--- src/rtl/sdiv16_pkg.sv ---
package sdiv16_pkg;
  // Per-division context captured when the operands are loaded
  typedef struct packed {
    logic q_neg;     // quotient must be negated
    logic r_neg;     // remainder must be negated
    logic by_zero;   // divisor was zero
    logic min_m1;    // most negative dividend over minus one
    logic want_rem;  // remainder selected
  } sdiv_ctx_t;
endpackage

--- src/rtl/sdiv16_mag.sv ---
module sdiv16_mag #(
  parameter int W = 32
) (
  input  logic [W-1:0] val_i,
  output logic         neg_o,
  output logic [W-1:0] mag_o
);
  always_comb begin
    neg_o = val_i[W-1];
    mag_o = neg_o ? (~val_i + W'(1)) : val_i;
  end
endmodule

--- src/rtl/sdiv16_step.sv ---
module sdiv16_step #(
  parameter int W = 32
) (
  input  logic [W-1:0] rem_i,
  input  logic [W-1:0] quo_i,
  input  logic [W-1:0] dvs_i,
  output logic [W-1:0] rem_o,
  output logic [W-1:0] quo_o
);
  logic [W:0] shifted;
  logic [W:0] diff;
  logic       fits;

  always_comb begin
    shifted = {rem_i, quo_i[W-1]};
    diff    = shifted - {1'b0, dvs_i};
    fits    = ~diff[W];
    rem_o   = fits ? diff[W-1:0] : shifted[W-1:0];
    quo_o   = {quo_i[W-2:0], fits};
  end
endmodule

--- src/rtl/sdiv16_ctrl.sv ---
module sdiv16_ctrl #(
  parameter int ITERS = 8
) (
  input  logic clk,
  input  logic rst_n,
  input  logic start_i,
  output logic load_o,
  output logic step_o,
  output logic last_o,
  output logic busy_o,
  output logic done_o
);
  localparam int CW = (ITERS > 1) ? $clog2(ITERS) : 1;

  logic          busy_q, busy_n;
  logic [CW-1:0] cnt_q, cnt_n;
  logic          done_q, done_n;

  always_comb begin
    load_o = start_i & ~busy_q;
    step_o = busy_q;
    last_o = busy_q & (cnt_q == CW'(ITERS - 1));
    busy_n = busy_q;
    cnt_n  = cnt_q;
    if (load_o) begin
      busy_n = 1'b1;
      cnt_n  = '0;
    end else if (busy_q) begin
      cnt_n = cnt_q + CW'(1);
      if (last_o) busy_n = 1'b0;
    end
    done_n = last_o;
  end

  always_ff @(posedge clk or negedge rst_n) begin
    if (!rst_n) begin
      busy_q <= 1'b0;
      cnt_q  <= '0;
      done_q <= 1'b0;
    end else begin
      busy_q <= busy_n;
      cnt_q  <= cnt_n;
      done_q <= done_n;
    end
  end

  assign busy_o = busy_q;
  assign done_o = done_q;

  // done is a single-cycle pulse
  assert_done_pulse_R4: assert property (@(posedge clk) disable iff (!rst_n)
    done_q |=> !done_q);

  // a running division advances one step per cycle; start cannot reload it
  assert_no_restart_R5: assert property (@(posedge clk) disable iff (!rst_n)
    (busy_q && cnt_q != CW'(ITERS - 1)) |=> (busy_q && cnt_q == $past(cnt_q) + CW'(1)));

  // done follows only the final iteration
  assert_done_after_last_R3: assert property (@(posedge clk) disable iff (!rst_n)
    $rose(done_q) |-> ($past(busy_q) && !busy_q));
endmodule

--- src/rtl/sdiv16_radix.sv ---
module sdiv16_radix #(
  parameter int W     = 32,
  parameter int DIGIT = 4
) (
  input  logic         clk,
  input  logic         rst_n,
  input  logic         start_i,
  input  logic         want_rem_i,
  input  logic [W-1:0] dvd_i,
  input  logic [W-1:0] dvs_i,
  output logic [W-1:0] res_o,
  output logic         done_o,
  output logic         err_o
);
  import sdiv16_pkg::*;

  localparam int ITERS = W / DIGIT;
  localparam logic [W-1:0] MOST_NEG = {1'b1, {(W-1){1'b0}}};

  logic load_w, step_w, last_w, busy_w;

  sdiv16_ctrl #(.ITERS(ITERS)) ctrl_i (
    .clk(clk), .rst_n(rst_n), .start_i(start_i),
    .load_o(load_w), .step_o(step_w), .last_o(last_w),
    .busy_o(busy_w), .done_o(done_o)
  );

  // operand conversion
  logic         a_neg, b_neg;
  logic [W-1:0] a_mag, b_mag;

  sdiv16_mag #(.W(W)) mag_a_i (.val_i(dvd_i), .neg_o(a_neg), .mag_o(a_mag));
  sdiv16_mag #(.W(W)) mag_b_i (.val_i(dvs_i), .neg_o(b_neg), .mag_o(b_mag));

  // combined remainder/quotient shift register and divisor magnitude
  logic [2*W-1:0] acc_q, acc_n;
  logic [W-1:0]   dmag_q, dmag_n;
  sdiv_ctx_t      ctx_q, ctx_n;
  logic [W-1:0]   res_q, res_n;
  logic           err_q, err_n;

  // chain of restoring steps
  logic [W-1:0] r_ch [0:DIGIT];
  logic [W-1:0] q_ch [0:DIGIT];

  assign r_ch[0] = acc_q[2*W-1:W];
  assign q_ch[0] = acc_q[W-1:0];

  for (genvar g = 0; g < DIGIT; g++) begin : g_step
    sdiv16_step #(.W(W)) step_i (
      .rem_i(r_ch[g]), .quo_i(q_ch[g]), .dvs_i(dmag_q),
      .rem_o(r_ch[g+1]), .quo_o(q_ch[g+1])
    );
  end

  // sign restoration on the final chain output
  logic [W-1:0] q_fin, r_fin, q_sgn, r_sgn;

  always_comb begin
    q_fin = q_ch[DIGIT];
    r_fin = r_ch[DIGIT];
    q_sgn = ctx_q.q_neg ? (~q_fin + W'(1)) : q_fin;
    r_sgn = ctx_q.r_neg ? (~r_fin + W'(1)) : r_fin;
  end

  // next state
  always_comb begin
    acc_n  = acc_q;
    dmag_n = dmag_q;
    ctx_n  = ctx_q;
    res_n  = res_q;
    err_n  = err_q;
    if (load_w) begin
      acc_n          = {{W{1'b0}}, a_mag};
      dmag_n         = b_mag;
      ctx_n.q_neg    = a_neg ^ b_neg;
      ctx_n.r_neg    = a_neg;
      ctx_n.by_zero  = (dvs_i == '0);
      ctx_n.min_m1   = (dvd_i == MOST_NEG) && (dvs_i == '1);
      ctx_n.want_rem = want_rem_i;
    end else if (step_w) begin
      acc_n = {r_ch[DIGIT], q_ch[DIGIT]};
    end
    if (last_w) begin
      if (ctx_q.by_zero) begin
        res_n = '0;
        err_n = 1'b1;
      end else begin
        res_n = ctx_q.want_rem ? r_sgn : q_sgn;
        err_n = ctx_q.min_m1 & ~ctx_q.want_rem;
      end
    end
  end

  always_ff @(posedge clk or negedge rst_n) begin
    if (!rst_n) begin
      acc_q  <= '0;
      dmag_q <= '0;
      ctx_q  <= '0;
      res_q  <= '0;
      err_q  <= 1'b0;
    end else begin
      acc_q  <= acc_n;
      dmag_q <= dmag_n;
      ctx_q  <= ctx_n;
      res_q  <= res_n;
      err_q  <= err_n;
    end
  end

  assign res_o = res_q;
  assign err_o = err_q;

  // partial remainder stays below the divisor throughout the recurrence
  assert_rem_bound_R2: assert property (@(posedge clk) disable iff (!rst_n)
    (busy_w && dmag_q != '0) |-> (acc_q[2*W-1:W] < dmag_q));

  // zero divisor reports error and zero
  assert_zero_div_R6: assert property (@(posedge clk) disable iff (!rst_n)
    (done_o && ctx_q.by_zero) |-> (res_o == '0 && err_o));

  // overflow on the quotient path returns the most negative value
  assert_min_over_m1_R7: assert property (@(posedge clk) disable iff (!rst_n)
    (done_o && ctx_q.min_m1 && !ctx_q.want_rem) |-> (res_o == MOST_NEG && err_o));

  // outputs hold while idle without a start
  assert_hold_idle_R8: assert property (@(posedge clk) disable iff (!rst_n)
    (!busy_w && !start_i) |=> ($stable(res_o) && $stable(err_o)));
endmodule

--- config.mk ---
export PLATFORM = sky130hd
export DESIGN_NAME = sdiv16_radix
export DESIGN_NICKNAME = d
export VERILOG_FILES = /design/src/rtl/sdiv16_pkg.sv /design/src/rtl/sdiv16_mag.sv /design/src/rtl/sdiv16_step.sv /design/src/rtl/sdiv16_ctrl.sv /design/src/rtl/sdiv16_radix.sv
export SDC_FILE = /design/constraint.sdc
export NUM_CORES = 1
export LEC_CHECK = 0
export BUFFER_PORTS_ARGS = -buffer_cell sky130_fd_sc_hd__buf_2
export CORE_MARGIN = 2
export CORE_UTILIZATION = 45
export DETAILED_ROUTE_END_ITERATION = 8
export HOLD_SLACK_MARGIN = 0.03
export PLACE_DENSITY_LB_ADDON = 0.3
export SLEW_MARGIN = 5
export SYNTH_ARGS = -nofsm -noshare
export SYNTH_HDL_FRONTEND = slang
export SYNTH_HIERARCHICAL = 1
export SYNTH_SLANG_ARGS = --single-unit
export TNS_END_PERCENT = 1
--- constraint.sdc ---
create_clock -name clk -period 14.2 [get_ports clk]
set_input_delay 4.26 -clock clk [delete_from_list [all_inputs] [get_ports clk]]
set_output_delay 4.26 -clock clk [all_outputs]
set_load 0.005 [all_outputs]
==> flow_summary.ini <==
[run_status]
status = finished clean

[worst_hold_path]
hold_start = res_o[7]
hold_end = res_o[7]
worstHoldPathType = flip-flop to flip-flop
hold_depth = 1

[synth]
synth-edff-count = 0
syn_nets = 2472
synthMuxAreaShare = 0.130
synth-async-reset-ratio = 1.00
ys_seq_area_frac = 0.180
syn_avg_cell_area_sq_um = 8.52
syn_area_sq_um = 19300
yosys_warnings = 6
synth_top_family_by_area = compound AO/OA/AOI/OAI gates
synthSimpleGateAreaFrac = 0.169
syn_inst = 2266
ys_seq_elements = 139
yosys_most_used_dff = dfrtp_1
synthAdderAreaFrac = 0.0910
synth_cell_types = 94
synth_compound_area_frac = 0.211
synth-xor-area-share = 0.0994

[floorplanning]
num_rows = 75
die-area_sq_um = 44600
core_sq_um = 42100
initial_core_util = 0.458
die_h_microns = 211
io-pin-count = 102
die_w_microns = 211

[sta]
fin_ws_ns = 0.576
fin_setup_tns_ns = 0
rsz0062_at_grt = false
final_max_slew_viol_count = 0
max-slew-margin-rel = 0.254
setup_viol = 0
holdWs_ns = 0.492
fmax_mhz = 73.4
hold_viol = 0
worstMarginPinSlew_ns = 1.12
post-route-period-util = 0.959
min_period_ns = 13.62
finClkSkew_ns = 0.0153

[clock_network]
cts_tree = yes
cts_buffers = 17
ctsLongestPathBuffers = 2
cts.sinks = 139
path_clk_slew_ns = 0.07
htreeDepth = 4
cts-root-buf = clkbuf_16
clock_latency_ns = 0.45

[detailed_routing]
drtIter0Drc = 1297
vias = 17200
firstDrtPassIters = 6
routed_wl_microns = 65800
viasPerCell = 6.22
drc_errors = 0
wire_per_inst_microns = 23.8
final_antenna_net_count = 0

[critical_path]
r2r_cells = 51
crit_fanout = 29
crit_type = flip-flop to flip-flop
worstSetupEndpointType = flip-flop
arrival_ns = 13.96
cpMaxStageDelayCell = or4_4
crit_buf_inv = 4
r2r_slack_ns = 0.58
required_ns = 14.54
r2r-start = dmag_q[0]
worst_setup_path_start_kind = flip-flop
reg2reg_to = res_o[26]
slowest_delay_ns = 0.55
critPathTopFamily = simple AND/OR/NAND/NOR gates

[global_route]
track_usage = 0.294
grt_max_degree = 103
grt-ovfl-total = 0
antenna_found_initial = 4
grt_pass1_wl_microns = 99700
grt_pass1_vias = 16500

[placed_design]
dpl_worst_slack_ns = 0.418
gp_congestion = 1.07
hpwl_microns = 53500
io_buffer_count = 101

[final_layout]
diodes = 0
area_delta_synth_final_pct = 2.59
post-route-util = 0.470
drive_above_1_share = 0.186
fin_nets = 2421

[flow_run]
drv_cap = 0
[cell type report]
cell class,count,area (sq um)
Timing Repair Buffer,150,880
Sequential cell,139,3480
Clock buffer,19,433
Fill cell,4132,22300
Inverter,158,641
Clock inverter,13,141
Tap cell,539,674
Multi-Input combinational cell,1749,13500
[stage by stage]
stage / instance area [sq um] / std cells
CTS: 19700 / 2765
global route: 19800 / 2767
detailed placement: 19200 / 2733
global placement: 19200 / 2733
floorplan: 19300 / 2266
finish: 19800 / 2767
[repair_timing]
item                       4_1_cts  5_1_grt
setup buffers                    0        2
setup endpoints to repair        0       15
hold buffers                     0        0
gates resized for setup          0       10
[registers in the layout (all words and copies together), names as in the netlist]
| signal | flops |
|---|---|
| acc_q | 64 |
| ctx_q | 5 |
| ctrl_i/cnt_q | 3 |
| err_o | 1 |
| ctrl_i/busy_o | 1 |
| res_o | 32 |
| dmag_q | 32 |
| ctrl_i/done_o | 1 |
[worst max-delay path by stage]
stage | startpoint | to | slack [ns] | cells past startpoint
floorplan | dmag_q[0] | res_o[26] | 1.09 | 60
global placement | dmag_q[0] | res_o[26] | 0.63 | 51
detailed placement | dmag_q[0] | res_o[26] | 0.42 | 51
CTS | dmag_q[0] | res_o[26] | 0.35 | 51
global route | dmag_q[0] | res_o[24] | 0.02 | 51
finish | dmag_q[0] | res_o[26] | 0.58 | 51
[kinds of logic (layout without fill, tap and decap cells)]
group | count (synthesis) | count (layout)
adder cells (fa/ha/maj) | 138 | 138
buffers and inverters | 378 | 340
flip-flops | 139 | 139
XOR/XNOR | 219 | 219
multiplexers | 201 | 201
AO/OA/AOI/OAI | 595 | 595
AND/OR/NAND/NOR | 596 | 596
[worst reg2reg max path: cells and delay by family (launching register included)]
kind	cells	cell delay (ns)
flops	1	0.44
compound gates	19	4.48
simple gates	17	4.54
mux	6	1.62
fa+ha+maj	5	1.83
buf+inv	4	0.58
[placed cells by master (no fill, tap or decap), types with 71 or more instances in the layout]
master / Yosys / final
a21o_1: 71 / 71
a21oi_1: 108 / 108
buf_2: 1 / 100
dfrtp_1: 139 / 138
ha_1: 134 / 134
inv_1: 153 / 153
mux2_4: 77 / 77
mux2i_1: 72 / 72
nand2_1: 142 / 142
nand3_1: 76 / 76
nor2_1: 103 / 103
o21ai_0: 144 / 143
xnor2_1: 140 / 140
xor2_1: 79 / 79
[layer usage]
layer	track usage	wire, microns	vias up
met5	0	43	-
li1	-	-	8040
met1	0.396	28800	8335
met3	0.0488	4440	162
met4	0.132	3170	8
met2	0.463	29300	670
[synth_stat cells, types with 76 or more instances]
| library cell | instances | area share |
|---|---|---|
| inv_1 | 153 | 0.030 |
| buf_4 | 146 | 0.057 |
| o21ai_0 | 144 | 0.037 |
| nand2_1 | 142 | 0.028 |
| xnor2_1 | 140 | 0.064 |
| dfrtp_1 | 139 | 0.18 |
| ha_1 | 134 | 0.087 |
| a21oi_1 | 108 | 0.028 |
| nor2_1 | 103 | 0.020 |
| xor2_1 | 79 | 0.036 |
| mux2_4 | 77 | 0.060 |
| nand3_1 | 76 | 0.020 |
Power is left out: the tool's default activity adds up to more than one toggle a clock period on the data nets, which glitch-free logic cannot reach.
